**src/rtl/evt_clk_pkg.sv**
```systemverilog
`timescale 1ns/1ps
package evt_clk_pkg;

  // level of a divided clock for a given count: high for the first floor(div/2) counts
  function automatic logic phase_hi(input int unsigned cnt, input int unsigned div);
    return cnt < (div / 2);
  endfunction

  // modulo increment used by every divider stage
  function automatic int unsigned wrap_inc(input int unsigned cnt, input int unsigned lim);
    return (cnt >= lim - 1) ? 0 : cnt + 1;
  endfunction

endpackage

```
**src/rtl/evt_odd_div.sv**
```systemverilog
`timescale 1ns/1ps
module evt_odd_div #(
  parameter int unsigned DIV = 13
) (
  input  logic clk,
  input  logic rst_n,
  output logic lvl,
  output logic wrap_pre
);
  import evt_clk_pkg::*;

  localparam int unsigned CW = (DIV > 1) ? $clog2(DIV) : 1;
  localparam logic [CW-1:0] LAST = CW'(DIV - 1);

  logic [CW-1:0] cnt_q;
  logic [CW-1:0] cnt_d;
  logic          lvl_q;

  always_comb begin
    cnt_d = CW'(wrap_inc(int'(cnt_q), DIV));
  end

  always_ff @(posedge clk) begin
    if (!rst_n) begin
      cnt_q <= '0;
      lvl_q <= phase_hi(0, DIV);
    end else begin
      cnt_q <= cnt_d;
      lvl_q <= phase_hi(int'(cnt_d), DIV);
    end
  end

  assign lvl      = lvl_q;
  assign wrap_pre = (cnt_q == LAST);
endmodule

```
**src/rtl/evt_pow2_div.sv**
```systemverilog
`timescale 1ns/1ps
module evt_pow2_div #(
  parameter int unsigned RATIO = 4
) (
  input  logic clk,
  input  logic rst_n,
  input  logic adv,
  output logic lvl,
  output logic mid_pre
);
  localparam int unsigned QW = (RATIO > 2) ? $clog2(RATIO) : 1;
  localparam logic [QW-1:0] MID = QW'(RATIO / 2 - 1);

  logic [QW-1:0] q_q;

  always_ff @(posedge clk) begin
    if (!rst_n) begin
      q_q <= '0;
    end else if (adv) begin
      q_q <= q_q + QW'(1);
    end
  end

  assign lvl     = q_q[QW-1];
  assign mid_pre = (q_q == MID);
endmodule

```
**src/rtl/evt_bit_sync.sv**
```systemverilog
`timescale 1ns/1ps
module evt_bit_sync #(
  parameter int unsigned STAGES  = 2,
  parameter logic        RST_VAL = 1'b1
) (
  input  logic clk,
  input  logic rst_n,
  input  logic din,
  output logic dout
);
  logic [STAGES-1:0] chain_q;

  generate
    genvar gi;
    for (gi = 0; gi < STAGES; gi++) begin : g_stage
      if (gi == 0) begin : g_first
        always_ff @(posedge clk) begin
          if (!rst_n) chain_q[gi] <= RST_VAL;
          else        chain_q[gi] <= din;
        end
      end else begin : g_next
        always_ff @(posedge clk) begin
          if (!rst_n) chain_q[gi] <= RST_VAL;
          else        chain_q[gi] <= chain_q[gi-1];
        end
      end
    end
  endgenerate

  assign dout = chain_q[STAGES-1];
endmodule

```
**src/rtl/evt_dual_rate_clkgen.sv**
```systemverilog
`timescale 1ns/1ps
module evt_dual_rate_clkgen #(
  parameter int unsigned DIV_NORM    = 13,
  parameter int unsigned QUART_RATIO = 4,
  parameter int unsigned SYNC_STAGES = 2,
  parameter int unsigned CMP_DLY     = 1
) (
  input  logic clk_fast,
  input  logic rst_n,
  input  logic rate_full_req,
  input  logic samp_en_req,
  output logic det_clk,
  output logic cmp_clk,
  output logic samp_clk
);
  // named internal events, observed by the bound checker
  logic norm_lvl;
  logic norm_wrap_pre;
  logic quart_lvl;
  logic quart_mid_pre;
  logic rate_sync;
  logic gate_sync;
  logic swap_win;
  logic rate_sel_q;
  logic gate_q;
  logic det_q;
  logic samp_q;
  logic [CMP_DLY-1:0] dly_q;

  evt_odd_div #(.DIV(DIV_NORM)) u_norm (
    .clk      (clk_fast),
    .rst_n    (rst_n),
    .lvl      (norm_lvl),
    .wrap_pre (norm_wrap_pre)
  );

  evt_pow2_div #(.RATIO(QUART_RATIO)) u_quart (
    .clk     (clk_fast),
    .rst_n   (rst_n),
    .adv     (norm_wrap_pre),
    .lvl     (quart_lvl),
    .mid_pre (quart_mid_pre)
  );

  evt_bit_sync #(.STAGES(SYNC_STAGES), .RST_VAL(1'b1)) u_rate_sync (
    .clk   (clk_fast),
    .rst_n (rst_n),
    .din   (rate_full_req),
    .dout  (rate_sync)
  );

  evt_bit_sync #(.STAGES(SYNC_STAGES), .RST_VAL(1'b1)) u_gate_sync (
    .clk   (clk_fast),
    .rst_n (rst_n),
    .din   (samp_en_req),
    .dout  (gate_sync)
  );

  // both candidate levels are low now and both rise at the next edge
  assign swap_win = norm_wrap_pre & quart_mid_pre;

  always_ff @(posedge clk_fast) begin
    if (!rst_n) begin
      rate_sel_q <= 1'b1;
      gate_q     <= 1'b1;
      det_q      <= 1'b0;
      samp_q     <= 1'b0;
    end else begin
      if (swap_win) rate_sel_q <= rate_sync;
      if (!norm_lvl) gate_q    <= gate_sync;
      det_q  <= rate_sel_q ? norm_lvl : quart_lvl;
      samp_q <= gate_q & norm_lvl;
    end
  end

  // comparator clock: fixed delay line of fast-clock stages, then inversion
  generate
    genvar di;
    for (di = 0; di < CMP_DLY; di++) begin : g_dly
      if (di == 0) begin : g_head
        always_ff @(posedge clk_fast) begin
          if (!rst_n) dly_q[di] <= 1'b0;
          else        dly_q[di] <= det_q;
        end
      end else begin : g_tail
        always_ff @(posedge clk_fast) begin
          if (!rst_n) dly_q[di] <= 1'b0;
          else        dly_q[di] <= dly_q[di-1];
        end
      end
    end
  endgenerate

  assign det_clk  = det_q;
  assign samp_clk = samp_q;
  assign cmp_clk  = ~dly_q[CMP_DLY-1];
endmodule

```
**config.mk**
```make
export PLATFORM = sky130hd
export DESIGN_NAME = evt_dual_rate_clkgen
export DESIGN_NICKNAME = d
export VERILOG_FILES = /design/src/rtl/evt_clk_pkg.sv /design/src/rtl/evt_odd_div.sv /design/src/rtl/evt_pow2_div.sv /design/src/rtl/evt_bit_sync.sv /design/src/rtl/evt_dual_rate_clkgen.sv
export SDC_FILE = /design/constraint.sdc
export NUM_CORES = 1
export LEC_CHECK = 0
export BUFFER_PORTS_ARGS = -buffer_cell sky130_fd_sc_hd__buf_2
export CELL_PAD_IN_SITES_DETAIL_PLACEMENT = 0
export CELL_PAD_IN_SITES_GLOBAL_PLACEMENT = 1
export CORE_UTILIZATION = 40
export CTS_BUF_LIST = sky130_fd_sc_hd__clkbuf_4 sky130_fd_sc_hd__clkbuf_8
export DETAILED_ROUTE_END_ITERATION = 10
export GPL_TIMING_DRIVEN = 0
export PLACE_DENSITY_LB_ADDON = 0.1
export SLEW_MARGIN = 15
export SYNTH_ARGS = -nofsm -noshare
export SYNTH_HDL_FRONTEND = slang
export SYNTH_SLANG_ARGS = --single-unit
```
**constraint.sdc**
```tcl
create_clock -name clk_fast -period 1.3 [get_ports clk_fast]
set_input_delay 0 -clock clk_fast [delete_from_list [all_inputs] [get_ports clk_fast]]
set_output_delay 0 -clock clk_fast [all_outputs]
set_load 0.05 [all_outputs]
```
* Yosys cells after proc, flatten, opt, wreduce, memory -nomap -nowiden
Index checks and enable logic that the tools add are counted.
** Word-level totals
- Register bits after elaboration :: 16
- Output and inout bits :: 3
- Logic and storage cells :: 23
- Input port bits :: 4
** Operators by class
- $add $sub $neg :: 2
- Multiplexer cells :: 2
- Eq/ne operators :: 2
- $lt $le $gt $ge :: 2
- Bitwise logic cells :: 3
** Operator list (count)
- $add A4 B1 Y4 const B :: 1
- $eq A4 B4 Y1 const B :: 1
- $ge A4 B4 Y1 const B :: 1
- $lt A4 B3 Y1 const B :: 1
- $mux W4 :: 1
- $add A2 B1 Y2 const B :: 1
- $and A1 B1 Y1 :: 2
- $eq A2 B1 Y1 const B :: 1
- $mux W1 :: 1
- $not A1 Y1 :: 1

* Longest topological paths before layout
- Depth in word-level cells :: 3
- Depth in mapped cells :: 5
- Gate-level depth less buffers :: 5

* Hierarchy
Synthesis repeated with hierarchy kept, for this count alone.
** Second synthesis, totals
- Cells, all modules :: 55
- Area, all modules :: 586.8 sq um
** By module, submodules not included
- evt_odd_div :: sequential area each 100.1 sq um, area an instance 227.7 sq um, times used 1, cells each 24
- evt_dual_rate_clkgen :: sequential area each 100.1 sq um, area an instance 168.9 sq um, times used 1, cells each 15
- evt_bit_sync :: sequential area each 40.0 sq um, area an instance 52.6 sq um, times used 2, cells each 4
- evt_pow2_div :: sequential area each 40.0 sq um, area an instance 85.1 sq um, times used 1, cells each 8

* Worst setup path before layout
Ideal clock, no wire load.
- Kind :: reg-to-reg
- From :: register u_norm.cnt_q[0]
- To :: register u_norm.lvl_q (netlist: u_norm.lvl)
- Arrival :: 1.076 ns
- Stages on the path, launching flop included :: 5
- Setup slack :: 0.104 ns
- Library setup time :: 0.120 ns
- Required time :: 1.180 ns
- Path buffers :: 0
- Clock period less this slack :: 1.196 ns
- Cell sequence :: dfxtp_1 > inv_1 > ha_1 > a22oi_1 > a211o_2
** On the way
- Longest elaborated chain between the ends :: 3
- Elaborated cells on any way between the ends :: 4
- Those cells by class :: add/sub (1); order compare (2); mux (1)
** Ends and longest elaborated chain
- from (decl) :: RTL line evt_odd_div.sv:15 : logic [CW-1:0] cnt_q;
- from (signal assigned) :: RTL line evt_odd_div.sv:28 : cnt_q <= cnt_d;
- $add A4 B1 Y4 / $ge A4 B4 Y1 (equally long branches) :: RTL line evt_clk_pkg.sv:11 : return (cnt >= lim - 1) ? 0 : cnt + 1;
- $mux W4 * :: RTL line evt_clk_pkg.sv:11
- $lt A4 B3 Y1 * :: RTL line evt_clk_pkg.sv:6 : return cnt < (div / 2);
- to (signal assigned) :: RTL line evt_odd_div.sv:26 : lvl_q <= phase_hi(0, DIV);
- to (signal assigned) :: RTL line evt_odd_div.sv:29 : lvl_q <= phase_hi(int'(cnt_d), DIV);
- to (decl) :: RTL line evt_odd_div.sv:17 : logic lvl_q;
Mark *: on every way between the ends. The rest lies on a longest branch, timed or not.
A chain may end at the register's enable or synchronous reset.

* Final worst setup path
Same ends and word-level chain as after synthesis.

==> metrics.cfg <==
[status]
status=completed

[sta]
whs_ps=415
fin_tns_setup_ps=0
final_max_slew_viol_count=0
rsz0062_at_grt=no
fmax_mhz=819
period_share_pct=93.9
fin_skew_ps=5.82
setup_slack_ps=78.8
hold_viol=0
post-route-min-period_ps=1220
maxSlewHeadroom_pct=83.6
setup_viol=0
tightest_slew_ps=247

[yosys]
synth.distinct_cells=21
synth_edf_count=0
synth_largest_area_cell=dfxtp_1
yosys-top-cells-area=dfxtp_1 54%, ha_1 6.3%, nand2b_1 5.3%, mux2i_1 5.1%, inv_1 3.2%
async_flop_share_pct=0
yosysTopAreaCellShare_pct=54.0
synth_common_cells=16 x dfxtp_1, 5 x inv_1, 5 x nand2_1, 5 x nand2b_1
ys.flop_type=dfxtp_1
ys_seq_area_share_pct=54.0
ys_ff_latch=16
syn-num-nets=64
synth_area_um2=593
yosysWarningCount=0
synth_most_common_cell=dfxtp_1
synthCells=57
syn_avg_cell_area_um2=10.4

[clock_network]
cts_tree=done
ctsLongestPathBuffers=2
clkTransAtPathRegs_ps=90
root_buffer=clkbuf_4
cts_inserted_buffers=3
h-tree-depth=1
clock_sinks=16
clock_latency_ps=280

[global_route]
grt_remaining_overflow=0
grt_pass1_wl_mm=1.47
grt_pass1_vias=372
grt_max_degree=11
antenna_found_initial=0
grt.total_usage_pct=14.5

[worst_setup_path]
crit_arrival_ps=1400
cp.buffers_inverters=1
startpoint_type=register
endpoint_kind=register
path_delay_family=compound AO/OA/AOI/OAI gates
cpMaxStageDelayCell=dfxtp_4
critical_path.cell_chain=inv_1 -> ha_1 -> a22oi_1 -> a211o_2
cp_data_required_time_ps=1470
max_stage_delay_ps=380
crit_fanout=5
critPathKind=register to register
rrSetupSlack_ps=80

[route]
drcViolationCount=0
routed_wl_um=881
detail-route-antenna-nets=0
avgViaCountPerCell=4.86
wl_per_cell_um=10.2
drt_iter0_markers=7
vias=418
drt-pass1-iter-count=4

[power]
total_power_uw=872
vdd_drop_max_mv=0.673
powerDensity_mw_per_mm2=1210
p_leak_uw=0.000322

[min_path]
hold_path_class=register to register

[floorplanning]
die_w_um=40.5
io_pins=7
start_util_pct=44.5
core_area_mm2=0.00133
die_h_um=40.5
dieArea_mm2=0.00164
num_rows=13

[placement]
dpl_cell_area_um2=642
dp_hpwl_um=541
place.gp.congestion=0.622
port_buffers=6
place_ws_ps=22.1

[flow_run]
drv_cap=0

[final_layout]
area_growth_pct=21.3
antenna_cells=0
nets=80
fillerInstances=131
final_area_um2=719
drive_above_1_share_pct=19.7

[where the power goes]
group / internal, µW / switching [µW] / total [µW]
Sequential: 512 / 14.0 / 526
Combinational: 43.8 / 52.5 / 96.3
Clock: 107 / 142 / 249
Total: 663 / 208 / 872
[state kept, by name (all words and copies together), names as in the netlist]
register             flops
u_rate_sync.dout         1
u_rate_sync.chain_q      1
u_gate_sync.chain_q      1
rate_sel_q               1
dly_q                    1
gate_q                   1
u_quart.q_q              2
det_clk                  1
u_norm.cnt_q             4
u_gate_sync.dout         1
u_norm.lvl               1
samp_clk                 1
[cell usage in the layout, fill, tap and decap left out, types with 2 or more instances in the layout]
cell type      instances
mux2i_1                3
nor2_1                 2
and3_1                 2
dfxtp_1               14
buf_2                  7
ha_1                   3
dlygate4sd3_1          5
and2_1                 2
nand2b_1               5
nand2_1                5
nand3_1                2
clkbuf_4               3
nor2b_1                2
inv_1                  5
[area by class of cell]
class / count / area [µm²] / share of cell area [%]
multi-input cells: 35 / 249 / 34.6
inverters: 5 / 18.8 / 2.61
well taps: 15 / 18.8 / 2.61
flip-flops and latches: 16 / 325 / 45.2
repair buffers: 11 / 80.1 / 11.1
clock buffers: 3 / 22.5 / 3.13
plain buffers: 1 / 5.00 / 0.696
[final timing paths]
| path | end | start | cells past startpoint |
|---|---|---|---|
| worst min-delay path | u_gate_sync.dout | u_gate_sync.chain_q[0] | 1 |
| worst max-delay path | u_norm.lvl | u_norm.cnt_q[0] | 4 |
| worst max register to register | u_norm.lvl | u_norm.cnt_q[0] | 4 |
| worst min register to register | u_gate_sync.dout | u_gate_sync.chain_q[0] | 1 |
[cell families after synthesis]
| logic type | synth area share [%] |
|---|---|
| xor+xnor | 1.48 |
| simple gates | 21.1 |
| fa+ha+maj | 6.33 |
| mux | 5.06 |
| buf+inv | 4.01 |
| compound gates | 8.02 |
| flops | 54.0 |
[per-stage QoR]
stage	cells	utilization (%)
floorplan	57	-
global placement	78	48.1
detailed placement	78	48.1
CTS	86	53.6
global route	86	53.9
finish	86	53.9
[metal layers]
metal  vias up  share of wire (%)  global-route usage, %
met5         -                  0                      0
met4         0                1.2                   7.50
met3         2                5.7                   6.67
met2        10                 45                   23.8
met1       188                 48                   15.4
li1        218                  -                      -
[what timing repair did]
item                                    CTS  global route
gates resized for setup                   0             3
hold endpoints to repair                  4             0
hold buffers                              5             0
buffers inserted                          0             0
endpoints found under the setup margin    0             2
(Power assumes the default switching activity.)
